--- config.mk ---
export PLATFORM = sky130hd
export DESIGN_NAME = tick_timer_chan
export DESIGN_NICKNAME = d
export VERILOG_FILES = /design/src/rtl/ttc_pkg.sv /design/src/rtl/ttc_prescale.sv /design/src/rtl/ttc_counter.sv /design/src/rtl/ttc_flags.sv /design/src/rtl/tick_timer_chan.sv
export SDC_FILE = /design/constraint.sdc
export NUM_CORES = 1
export LEC_CHECK = 0
export ABC_AREA = 1
export ABC_CLOCK_PERIOD_IN_PS = 3900
export CAP_MARGIN = 20
export CORE_AREA = 4 4 112 114
export CTS_CLUSTER_DIAMETER = 50
export CTS_CLUSTER_SIZE = 40
export DETAILED_ROUTE_END_ITERATION = 8
export DIE_AREA = 0 0 116 118
export PLACE_DENSITY = 0.81
export SYNTH_ARGS = -nofsm -noshare
export SYNTH_HDL_FRONTEND = slang
export SYNTH_SLANG_ARGS = --single-unit
--- constraint.sdc ---
create_clock -name clk -period 3.9 [get_ports clk]
set_clock_uncertainty 0.15 [all_clocks]
set_input_delay 1.17 -clock clk [delete_from_list [all_inputs] [get_ports clk]]
set_output_delay 1.17 -clock clk [all_outputs]
set_load 0.005 [all_outputs]
--- src/rtl/ttc_pkg.sv ---
package ttc_pkg;
  // counter control bit positions
  localparam int CC_W     = 6;
  localparam int CC_OFF   = 0;
  localparam int CC_IVL   = 1;
  localparam int CC_DOWN  = 2;
  localparam int CC_MEN   = 3;
  localparam int CC_ZERO  = 4;
  localparam logic [CC_W-1:0] CC_RESET = 6'h21;
endpackage

--- src/rtl/ttc_prescale.sv ---
module ttc_prescale #(
  parameter int PS_W = 4
) (
  input  logic            clk,
  input  logic            rst_n,
  input  logic            en,
  input  logic [PS_W-1:0] sel,
  input  logic            run,
  input  logic            clear,
  output logic            tick
);
  localparam int DIV_W = 1 << PS_W;

  // terminal count of a 2^(sel+1) divider: sel+1 low ones
  function automatic logic [DIV_W-1:0] limit_of(input logic [PS_W-1:0] s);
    logic [DIV_W-1:0] t;
    for (int i = 0; i < DIV_W; i++) t[i] = (i <= int'(s));
    return t;
  endfunction

  logic [DIV_W-1:0] div_q;
  logic             hit;

  assign hit  = en ? (div_q == limit_of(sel)) : 1'b1;
  assign tick = run & ~clear & hit;

  always_ff @(posedge clk or negedge rst_n) begin
    if (!rst_n)             div_q <= '0;
    else if (clear || !en)  div_q <= '0;
    else if (run)           div_q <= hit ? '0 : div_q + 1'b1;
  end
endmodule

--- src/rtl/ttc_counter.sv ---
module ttc_counter #(
  parameter int CNT_W     = 16,
  parameter int NUM_MATCH = 3
) (
  input  logic                       clk,
  input  logic                       rst_n,
  input  logic                       tick,
  input  logic                       zero,
  input  logic                       ivl_mode,
  input  logic                       down,
  input  logic                       match_en,
  input  logic [CNT_W-1:0]           interval,
  input  logic [NUM_MATCH*CNT_W-1:0] match_vals,
  output logic [CNT_W-1:0]           count,
  output logic                       wrap,
  output logic [NUM_MATCH-1:0]       match_hit
);
  localparam logic [CNT_W-1:0] FULL = '1;

  // returns {wrapped, next count}
  function automatic logic [CNT_W:0] advance(input logic [CNT_W-1:0] cur,
                                             input logic [CNT_W-1:0] top,
                                             input logic dn);
    if (dn) return (cur == '0) ? {1'b1, top} : {1'b0, cur - 1'b1};
    else    return (cur >= top) ? {1'b1, {CNT_W{1'b0}}} : {1'b0, cur + 1'b1};
  endfunction

  logic [CNT_W-1:0] count_q;
  logic [CNT_W-1:0] top;
  logic [CNT_W:0]   step;

  assign top   = ivl_mode ? interval : FULL;
  assign step  = advance(count_q, top, down);
  assign wrap  = tick & step[CNT_W];
  assign count = count_q;

  for (genvar k = 0; k < NUM_MATCH; k++) begin : g_cmp
    logic [CNT_W-1:0] mv;
    assign mv = match_vals[k*CNT_W +: CNT_W];
    assign match_hit[k] = tick & match_en & (step[CNT_W-1:0] == mv) & (mv <= top);
  end

  always_ff @(posedge clk or negedge rst_n) begin
    if (!rst_n)    count_q <= '0;
    else if (zero) count_q <= '0;
    else if (tick) count_q <= step[CNT_W-1:0];
  end
endmodule

--- src/rtl/ttc_flags.sv ---
module ttc_flags #(
  parameter int FLAG_W = 6
) (
  input  logic              clk,
  input  logic              rst_n,
  input  logic [FLAG_W-1:0] set,
  input  logic              clr,
  output logic [FLAG_W-1:0] flags
);
  always_ff @(posedge clk or negedge rst_n) begin
    if (!rst_n) flags <= '0;
    else        flags <= (clr ? '0 : flags) | set;
  end
endmodule

--- src/rtl/tick_timer_chan.sv ---
module tick_timer_chan
  import ttc_pkg::*;
#(
  parameter int CNT_W     = 16,
  parameter int NUM_MATCH = 3,
  parameter int PS_W      = 4,
  localparam int CLK_W    = PS_W + 1,
  localparam int FLAG_W   = NUM_MATCH + 3
) (
  input  logic                       clk,
  input  logic                       rst_n,
  input  logic                       clk_ctrl_wr_i,
  input  logic [CLK_W-1:0]           clk_ctrl_wdata_i,
  input  logic                       cnt_ctrl_wr_i,
  input  logic [CC_W-1:0]            cnt_ctrl_wdata_i,
  output logic [CC_W-1:0]            cnt_ctrl_o,
  input  logic [CNT_W-1:0]           interval_i,
  input  logic [NUM_MATCH*CNT_W-1:0] match_i,
  input  logic                       flag_clr_i,
  output logic [CNT_W-1:0]           count_o,
  output logic [FLAG_W-1:0]          flags_o
);
  localparam int OV_BIT = NUM_MATCH + 1;

  logic [CC_W-1:0]      cnt_ctrl_q;
  logic [CLK_W-1:0]     clk_ctrl_q;
  logic                 zero_req;
  logic                 ps_clear;
  logic                 tick;
  logic                 wrap;
  logic [NUM_MATCH-1:0] match_hit;
  logic [FLAG_W-1:0]    flag_set;

  assign zero_req = cnt_ctrl_wr_i & cnt_ctrl_wdata_i[CC_ZERO];
  assign ps_clear = clk_ctrl_wr_i | zero_req;

  always_ff @(posedge clk or negedge rst_n) begin
    if (!rst_n) begin
      cnt_ctrl_q <= CC_RESET;
      clk_ctrl_q <= '0;
    end else begin
      if (cnt_ctrl_wr_i) cnt_ctrl_q <= cnt_ctrl_wdata_i & ~(CC_W'(1) << CC_ZERO);
      if (clk_ctrl_wr_i) clk_ctrl_q <= clk_ctrl_wdata_i;
    end
  end

  ttc_prescale #(.PS_W(PS_W)) u_ps (
    .clk   (clk),
    .rst_n (rst_n),
    .en    (clk_ctrl_q[0]),
    .sel   (clk_ctrl_q[PS_W:1]),
    .run   (~cnt_ctrl_q[CC_OFF]),
    .clear (ps_clear),
    .tick  (tick)
  );

  ttc_counter #(.CNT_W(CNT_W), .NUM_MATCH(NUM_MATCH)) u_cnt (
    .clk        (clk),
    .rst_n      (rst_n),
    .tick       (tick),
    .zero       (zero_req),
    .ivl_mode   (cnt_ctrl_q[CC_IVL]),
    .down       (cnt_ctrl_q[CC_DOWN]),
    .match_en   (cnt_ctrl_q[CC_MEN]),
    .interval   (interval_i),
    .match_vals (match_i),
    .count      (count_o),
    .wrap       (wrap),
    .match_hit  (match_hit)
  );

  always_comb begin
    flag_set = '0;
    flag_set[0]             = wrap & cnt_ctrl_q[CC_IVL];
    flag_set[NUM_MATCH:1]   = match_hit;
    flag_set[OV_BIT]        = wrap & ~cnt_ctrl_q[CC_IVL];
  end

  ttc_flags #(.FLAG_W(FLAG_W)) u_flg (
    .clk   (clk),
    .rst_n (rst_n),
    .set   (flag_set),
    .clr   (flag_clr_i),
    .flags (flags_o)
  );

  assign cnt_ctrl_o = cnt_ctrl_q;
endmodule

## Word-level counts from Yosys, hierarchy flattened

Cells that the tools add are included.

| word-level totals | value |
|---|---|
| register bits after elaboration | 48 |
| bits in writable memories | 0 |
| output and inout bits | 28 |
| memories | 0 |
| memory bits (read-only) | 0 |
| latch bits | 0 |

| operators by class | value |
|---|---|
| order comparisons | 19 |
| bitwise operators | 18 |
| add/sub/neg operators | 3 |
| mux-type cells | 11 |
| multipliers | 0 |
| div/mod/pow operators | 0 |
| shift-type cells | 0 |
| equality and inequality tests | 5 |
| reductions and logical operators | 4 |

Operators by type and width:

| cell | count |
|---|---|
| $mux W16 | 6 |
| $eq A16 B16 Y1 | 4 |
| $mux W17 | 3 |
| $le A16 B16 Y1 | 3 |
| $add A16 B1 Y16 const B | 2 |
| $le A4 B4 Y1 const A | 8 |
| $ge A16 B16 Y1 | 1 |
| $le A3 B4 Y1 const A | 4 |
| $logic_not A16 Y1 | 1 |
| $sub A16 B1 Y16 const B | 1 |
| $and A1 B1 Y1 | 13 |
| $le A2 B4 Y1 const A | 2 |
| $mux W6 | 1 |
| $or A6 B5 Y6 | 1 |
| $le A1 B4 Y1 const A | 1 |
| $not A1 Y1 | 3 |
| $ne A2 B1 Y1 const B | 1 |
| $reduce_bool A2 Y1 | 1 |
| $logic_not A1 Y1 | 1 |
| $logic_or A1 B1 Y1 | 1 |
| $mux W1 | 1 |
| $or A1 B1 Y1 | 1 |

## Depth between registers and ports, before layout

Gate-level depths: netlist of run 1.

| logic depth | value |
|---|---|
| word-level depth | 9 |
| gate-level depth with buffers | 22 |
| mapped depth without buffers | 21 |

## By module

Synthesis of run 1 repeated with hierarchy kept, for this count alone.

| unflattened totals | value |
|---|---|
| cell total of the unflattened synthesis | 1,087 |
| area, all modules | 6,608.8 µm² |

By module, submodules not included:

| module | times used | sequential area each (µm²) | area each (µm²) | cells each |
|---|---|---|---|---|
| ttc_counter | 1 | 400.4 | 4,566.9 | 762 |
| ttc_prescale | 1 | 400.4 | 1,406.3 | 248 |
| tick_timer_chan | 1 | 252.7 | 414.1 | 52 |
| ttc_flags | 1 | 150.1 | 221.5 | 25 |

## Worst setup path after synthesis of run 1

No wires, ideal clock.

| path | value |
|---|---|
| kind | input to register |
| start | input interval_i[11] |
| end | register u_flg.flags[2] |
| path buffers | 1 |
| stages | 18 |
| data required time | 3.685 ns |
| slack | 0.652 ns |
| library setup time | 0.065 ns |
| data arrival time | 3.033 ns |
| cells stage by stage | or2_0 > inv_1 > ha_1 > a21oi_1 > o21a_1 > nor2_1 > nor2_1 > nand2_2 > nand2_4 > buf_6 > nand2_1 > nand2_1 > nand2_1 > nor2_1 > nand2_1 > nor2_1 > nand3_1 > nand2_1 |

| on the way | value |
|---|---|
| word-level cells in the longest chain between the ends | 8 |

Ends and longest elaborated chain:

| element | line | source |
|---|---|---|
| start, declared | tick_timer_chan.sv:17 | `input logic [CNT_W-1:0] interval_i,` |
| $mux W16 (*) | ttc_counter.sv:32 | `assign top = ivl_mode ? interval : FULL;` |
| $ge A16 B16 Y1 | ttc_counter.sv:25 | `else return (cur >= top) ? {1'b1, {CNT_W{1'b0}}} : {1'b0, cur + 1'b1};` |
| $mux W17 | ttc_counter.sv:25 |  |
| $mux W17 | ttc_counter.sv:24 | `if (dn) return (cur == '0) ? {1'b1, top} : {1'b0, cur - 1'b1};` |
| $eq A16 B16 Y1 | ttc_counter.sv:40 | `assign match_hit[k] = tick & match_en & (step[CNT_W-1:0] == mv) & (mv <= top);` |
| $and A1 B1 Y1 | ttc_counter.sv:40 |  |
| $and A1 B1 Y1 (*) | ttc_counter.sv:40 |  |
| $or A6 B5 Y6 (*) | ttc_flags.sv:12 | `else flags <= (clr ? '0 : flags) \| set;` |
| end signal, assigned | ttc_flags.sv:12 |  |
| end, declared | ttc_flags.sv:8 | `output logic [FLAG_W-1:0] flags` |

Mark *: on every way between the ends. The rest lies on a longest branch, timed or not.
A chain may end at the register's enable or synchronous reset.

## Final worst setup path of run 1

| path | value |
|---|---|
| start | input interval_i[7] |
| end | register u_flg.flags[2] |

Same word-level chain as after synthesis.

==> results of run 1 <==
area by class of cell:
| class | count | area (sq um) |
|---|---|---|
| clock inverter | 2 | 60.1 |
| timing repair buffer | 142 | 1360 |
| multi-input combinational | 806 | 4460 |
| clock buffer | 6 | 129 |
| tap | 143 | 179 |
| fill | 1027 | 3650 |
| sequential | 47 | 1180 |
| inverter | 106 | 398 |
flip-flops by register name, summed over array words and instances (netlist names):
register and flops:
clk_ctrl_q 5, u_ps.div_q 16, u_cnt.count 16, u_flg.flags 5, cnt_ctrl_o 5
per-stage QoR:
step	worst slack, ns	util [%]	hold slack (ns)	total power, W
after floorplan	0.652	-	0.323	0.00178
after global placement	0.0295	66.0	0.320	0.00241
after detailed placement	0.00468	66.0	0.334	0.00242
after CTS	0.297	67.7	0.352	0.00298
after global routing	0.00244	68.0	0.390	0.00323
final	0.300	68.0	0.350	0.00304
path summary, 6_finish.rpt:
kind	endpoint	slack, ns	cells after the start
min in group asynchronous	u_flg.flags[4]	0.70	1
max in group asynchronous	u_cnt.count[15]	2.17	2
setup / recovery	u_flg.flags[2]	0.30	20
hold reg to reg	u_flg.flags[4]	0.35	2
hold / removal	u_flg.flags[4]	0.35	2
setup reg to reg	u_flg.flags[2]	0.76	18
cell usage after synthesis (all sizes together), types with 2 or more instances:
library cell  number
a211oi             2
a21boi             5
a21oi             49
a31oi              2
buf               22
clkbuf             5
dfrtp             45
dfstp              2
ha                64
inv              106
mux2               3
nand2            294
nand3             80
nand3b            21
nand4             18
nor2             136
nor3              23
nor4               3
o211ai             3
o21ai             47
o21bai             4
o22ai             19
or2                2
xor2              24
logic make-up after synthesis:
family / synth area share, %
and+or+nand+nor: 42.5
AOI/OAI and AO/OA: 12.3
buffers and inverters: 9.17
adders and majority gates: 12.9
DFF: 19.0
xor gates and xnor gates: 3.53
muxes: 0.545
other: 0.0605
per-layer routing:
layer	GRT usage [%]	vias to the layer above	share of wire [%]
met5	0	-	0
met4	12.4	0	3.8
met3	5.14	56	9.4
met2	49.2	378	45
met1	43.2	3212	42
li1	-	3494	-
worst max-delay path, cell delays in order:
cell,delay [ns]
clkdlybuf4s50_1,0.48
nor2_1,0.07
ha_1,0.31
nand2_1,0.07
nor2_1,0.13
nand3_1,0.08
nor2_1,0.10
nor2_1,0.05
nand2_1,0.08
nand2_1,0.09
nand2_2,0.12
nand2_8,0.13
buf_12,0.21
nand2_1,0.14
nand2_1,0.07
nand2_1,0.08
nand2_1,0.06
nor2_1,0.11
nand3_1,0.08
nand2_1,0.06
power by group:
group / internal, W / switching (W)
clock: 0.000368 / 0.000191
combinational: 0.000678 / 0.00113
sequential: 0.000534 / 0.000137
total: 0.00158 / 0.00146
timing repair:
action / in CTS / in global routing
endpoints found under the setup margin: 0 / 2
gates resized for setup: 0 / 2
hold buffers: 0 / 0
==> flow_summary_export.csv, run 1 <==
group,metric,value,unit
routing,vias_per_cell,5.70,
cells_and_area,drive_gt1_share,9.02,%
setup_path,required,3.99,ns
timing,maxSlewHeadroom,51.3,%
timing,finalCritPeriodShare,92.3,%
flow_run,cap_violations,0,
yosys,synthArstFlopShare,100,%
placement,dpl_cell_area,7540,sq um
routing,drc_errors,0,
global_route,grt_max_degree,27,
cells_and_area,final_common_cell,"nand2_1",
worst_hold_path,hp-class,"reg2reg",
timing,drv_slew,0,
setup_path,startpoint,"interval_i[7]",
floorplanning,dieArea,13700,sq um
clock_network,clock-root-buffer,"clkbuf_16",
yosys,ys_ff_latch,47,
setup_path,cp.arrival,3.69,ns
worst_hold_path,hold_start,"u_flg.flags[4]",
setup_path,critical_path_peak_fanout,22,
cells_and_area,final_nets,1252,
pwr,p_leak,3.88,nW
routing,first_pass_iters,6,
floorplanning,die_w,116,um
yosys,yosysWarnings,0,
yosys,syn_area,6200,sq um
routing,ant_nets,0,
cells_and_area,postLayoutCellArea,7760,sq um
clock_network,cts_buffer_depth,2,
pwr,irDropWorstVdd,0.399,mV
yosys,synth_area_leaders,"dfrtp_1 (18%), nand2_1 (17%), ha_1 (13%)",
cells_and_area,fin_cells,1252,
clock_network,post-cts-setup-buffer-count,0,
cells_and_area,diodes,0,
floorplanning,die_height,118,um
global_route,grt_remaining_overflow,0,
yosys,synth-edff-count,0,
cells_and_area,areaGrowthSynthToFinish,25.3,%
yosys,ys.flop_type,"dfrtp_1",
cells_and_area,final_cell_mix,"nand2_1 (284), nor2_1 (114), clkdlybuf4s50_1 (104), inv_1 (101), nand3_1 (77)",
global_route,grt_pass1_vias,6665,
yosys,yosysTopAreaCell,"dfrtp_1",
setup_path,endpoint_kind,"register",
timing,period_minus_slack,3.60,ns
run_status,run_status,"complete, no violations",
placement,dp_hpwl,17900,um
global_route,antenna_found_initial,0,
timing,worstMarginPinSlew,0.730,ns
yosys,synth_cell_types,46,
clock_network,cts_tree,"done",
setup_path,path_class,"in2reg",
timing,timing.setup.tns,0,ns
global_route,grt_pass1_wl,34300,um
pwr,power_density,391,nW/um^2
timing,setup_viol,0,
placement,dp.cells,1243,
timing,finalHoldViolations,0,
floorplanning,io_pins,108,
clock_network,htreeDepth,2,
yosys,yosysTopAreaCellShare,18.2,%
routing,drt_iter0_markers,810,
clock_network,clk_pin_slew,0.07,ns
setup_path,worst_setup_path_start_kind,"primary input",
timing,rsz0062_at_grt,"no",
clock_network,clock_sinks,47,
clock_network,clock_latency,0.29,ns
routing,wl,21600,um
placement,gp_congestion,1.10,
global_route,grtUsageTotal,31.6,%
floorplanning,rows,39,
setup_path,worstReg2RegStart,"cnt_ctrl_o[1]",
floorplanning,start_util,54.3,%
yosys,synth_seq_area_share,19.0,%
yosys,avgSynthCellArea,6.29,sq um
routing,vias,7140,
clock_network,cts_made_buffers,5,
floorplanning,core_area,11400,sq um
placement,port-buffer-count,105,
routing,wl_per_cell,17.3,um
timing,clock.fmax,278,MHz
yosys,synth_cells,985,
(Power assumes the default switching activity.)
==> run 2, diff against run 1 <==
--- a/config.mk
+++ b/config.mk
@@ -13,6 +13,7 @@
 export CTS_CLUSTER_SIZE = 40
 export DETAILED_ROUTE_END_ITERATION = 8
 export DIE_AREA = 0 0 116 118
+export HOLD_SLACK_MARGIN = 0.03
 export PLACE_DENSITY = 0.81
 export SYNTH_ARGS = -nofsm -noshare
 export SYNTH_HDL_FRONTEND = slang
==> results of run 2 <==
Same layout as run 1: the final DEF is identical, and so are final timing and power.
==> run 3, diff against run 2 <==
--- a/config.mk
+++ b/config.mk
@@ -8,11 +8,11 @@
 export ABC_AREA = 1
 export ABC_CLOCK_PERIOD_IN_PS = 3900
 export CAP_MARGIN = 20
-export CORE_AREA = 4 4 112 114
+export CORE_AREA = 2 2 110 112
 export CTS_CLUSTER_DIAMETER = 50
 export CTS_CLUSTER_SIZE = 40
 export DETAILED_ROUTE_END_ITERATION = 8
-export DIE_AREA = 0 0 116 118
+export DIE_AREA = 0 0 112 114
 export HOLD_SLACK_MARGIN = 0.03
 export PLACE_DENSITY = 0.81
 export SYNTH_ARGS = -nofsm -noshare
==> run 3 against run 2 <==
Largest power group unchanged. Largest cell class unchanged. Power fell by 3.3%. Fmax shrank 3.0%. Cell area is essentially flat. Register-to-register slack lost 0.10 ns. Critical path type unchanged. Sequential cell count unchanged.
==> flow_summary_export.csv, run 3 (synthesis gave the netlist of run 1 again) <==
group,metric,value,unit
run_status,run_status,"complete, no violations",
global_route,grt_max_degree,31,
worst_hold_path,holdPathStages,2,
routing,drt_iter0_markers,696,
timing,finalHoldViolations,0,
placement,dp_hpwl,17600,um
setup_path,rrSetupSlack,0.66,ns
clock_network,clock-root-buffer,"clkbuf_16",
clock_network,hold_buffers,0,
global_route,grt_pass1_vias,6697,
cells_and_area,drive_gt1_share,9.87,%
floorplanning,die_w,112,um
routing,wl_per_cell,17.0,um
timing,finalCritPeriodShare,95.1,%
worst_hold_path,hold_end,"cnt_ctrl_o[0]",
pwr,p_clk_share,15.6,%
routing,drc_errors,0,
pwr,irDropWorstVdd,0.310,mV
routing,vias,7165,
pwr,p_comb_share,61.5,%
worst_hold_path,hp-class,"reg2reg",
clock_network,clk_pin_slew,0.08,ns
pwr,switchingPower,0.00148,W
routing,ant_nets,0,
floorplanning,dieArea,12800,sq um
floorplanning,core_area,11700,sq um
global_route,grtUsageTotal,33.6,%
clock_network,cts_tree,"done",
setup_path,worst_setup_path_start_kind,"primary input",
routing,wl,21400,um
global_route,antenna_found_initial,0,
setup_path,worstReg2RegStart,"cnt_ctrl_o[1]",
floorplanning,die_height,114,um
pwr,power_frac_seq,23.0,%
timing,clock.fmax,270,MHz
flow_run,cap_violations,0,
setup_path,cpPeakStageDelay,0.39,ns
timing,worstMarginPinSlew,0.829,ns
placement,dp.cells,1253,
global_route,grt_pass1_wl,34000,um
pwr,sw_frac_of_total,50.2,%
floorplanning,start_util,52.9,%
timing,period_minus_slack,3.71,ns
clock_network,clock_sinks,47,
cells_and_area,final_common_cell,"nand2_1",
timing,timing.setup.tns,0,ns
cells_and_area,final_nets,1258,
floorplanning,rows,40,
clock_network,clock_latency,0.30,ns
setup_path,crit_top_cell,"nand2_1",
cells_and_area,diodes,0,
clock_network,cts_made_buffers,5,
pwr,p_leak,3.88,nW
timing,maxSlewHeadroom,44.7,%
clock_network,cts_buffer_depth,2,
timing,drv_slew,0,
routing,first_pass_iters,6,
placement,gp_congestion,1.02,
setup_path,critical_path_peak_fanout,15,
cells_and_area,final_cell_mix,"nand2_1 (283), nor2_1 (112), clkdlybuf4s50_1 (104), inv_1 (101), nand3_1 (77)",
setup_path,path_class,"in2reg",
timing,setup_viol,0,
cells_and_area,areaGrowthSynthToFinish,25.2,%
worst_hold_path,hold_start,"cnt_ctrl_o[0]",
setup_path,slowest_stage,"clkdlybuf4s50_1",
setup_path,crit_chain,"clkdlybuf4s50_1 -> or2_0 -> inv_1 -> ha_1 -> a21oi_1 -> o21a_1 -> nor2_1 -> nor2_2 -> nand2_4 -> nand2_8 -> nand2_1 -> xor2_1 -> nor3_1 -> nand3_1 -> nand2_1",
placement,port-buffer-count,105,
pwr,power_density,379,nW/um^2
setup_path,required,3.99,ns
routing,vias_per_cell,5.68,
global_route,grt_remaining_overflow,0,
floorplanning,io_pins,108,
clock_network,htreeDepth,2,
cells_and_area,fin_cells,1262,
setup_path,cp.arrival,3.80,ns
setup_path,r2r-end,"u_flg.flags[1]",
setup_path,r2r_cells,17,
setup_path,endpoint_kind,"register",
pwr,power.internal,0.00146,W
[run 3: what timing repair did]
item,4_1_cts,5_1_grt
resized for setup,0,6
setup buffers,0,0
endpoints found under the setup margin,0,3
[run 3: worst max path at each step]
stage          slack (ns)              to      startpoint
4_1_cts              0.02  u_flg.flags[1]  interval_i[11]
2_1_floorplan        0.65  u_flg.flags[2]  interval_i[11]
6_report             0.19  u_flg.flags[2]  interval_i[11]
3_3_place_gp        -0.15  u_flg.flags[2]  interval_i[11]
5_1_grt             -0.03  u_flg.flags[1]   interval_i[7]
3_5_place_dp        -0.29  u_flg.flags[1]  interval_i[11]
[run 3: power by group through the flow]
| stage | Sequential (W) | Clock (W) | Combinational (W) |
|---|---|---|---|
| finish | 0.000675 | 0.000457 | 0.00181 |
| global route | 0.000682 | 0.000474 | 0.00200 |
| CTS | 0.000668 | 0.000456 | 0.00175 |
| detailed placement | 0.000678 | 0 | 0.00174 |
| global placement | 0.000677 | 0 | 0.00173 |
| floorplan | 0.000608 | 0 | 0.00117 |
[run 3: routing by layer]
| layer | vias up | wire length [um] | track usage [%] |
|---|---|---|---|
| li1 | 3501 | - | - |
| met1 | 3237 | 8810 | 44.3 |
| met2 | 373 | 9800 | 55.4 |
| met3 | 54 | 2020 | 5.53 |
| met4 | 0 | 773 | 13.4 |
| met5 | - | 0 | 0 |
[run 3: per-stage QoR]
step	power [W]	worst slack [ns]	instance area, sq um	hold WS [ns]	util (%)
after global placement	0.00241	-0.150	7570	0.319	64.7
after floorplan	0.00178	0.652	6200	0.323	-
final	0.00294	0.190	7760	0.364	66.3
after detailed placement	0.00242	-0.290	7570	0.350	64.7
after CTS	0.00288	0.0180	7720	0.367	65.9
after global routing	0.00316	-0.0253	7760	0.393	66.3
[run 3: worst max-delay path: cells and delay by family]
family                     cells  cell delay (ns)
AOI/OAI and AO/OA              2             0.33
xor gates and xnor gates       1             0.21
adders and majority gates      1             0.25
buffers and inverters          2             0.49
and+or+nand+nor                9             1.36
[run 3: final cells by class]
type                            count  area [sq um]
Tap cell                          147           184
Inverter                          106           398
Clock buffer                        5           125
Timing Repair Buffer              147          1370
Multi-Input combinational cell    807          4490
Clock inverter                      3          22.5
Fill cell                        1124          3950
Sequential cell                    47          1180
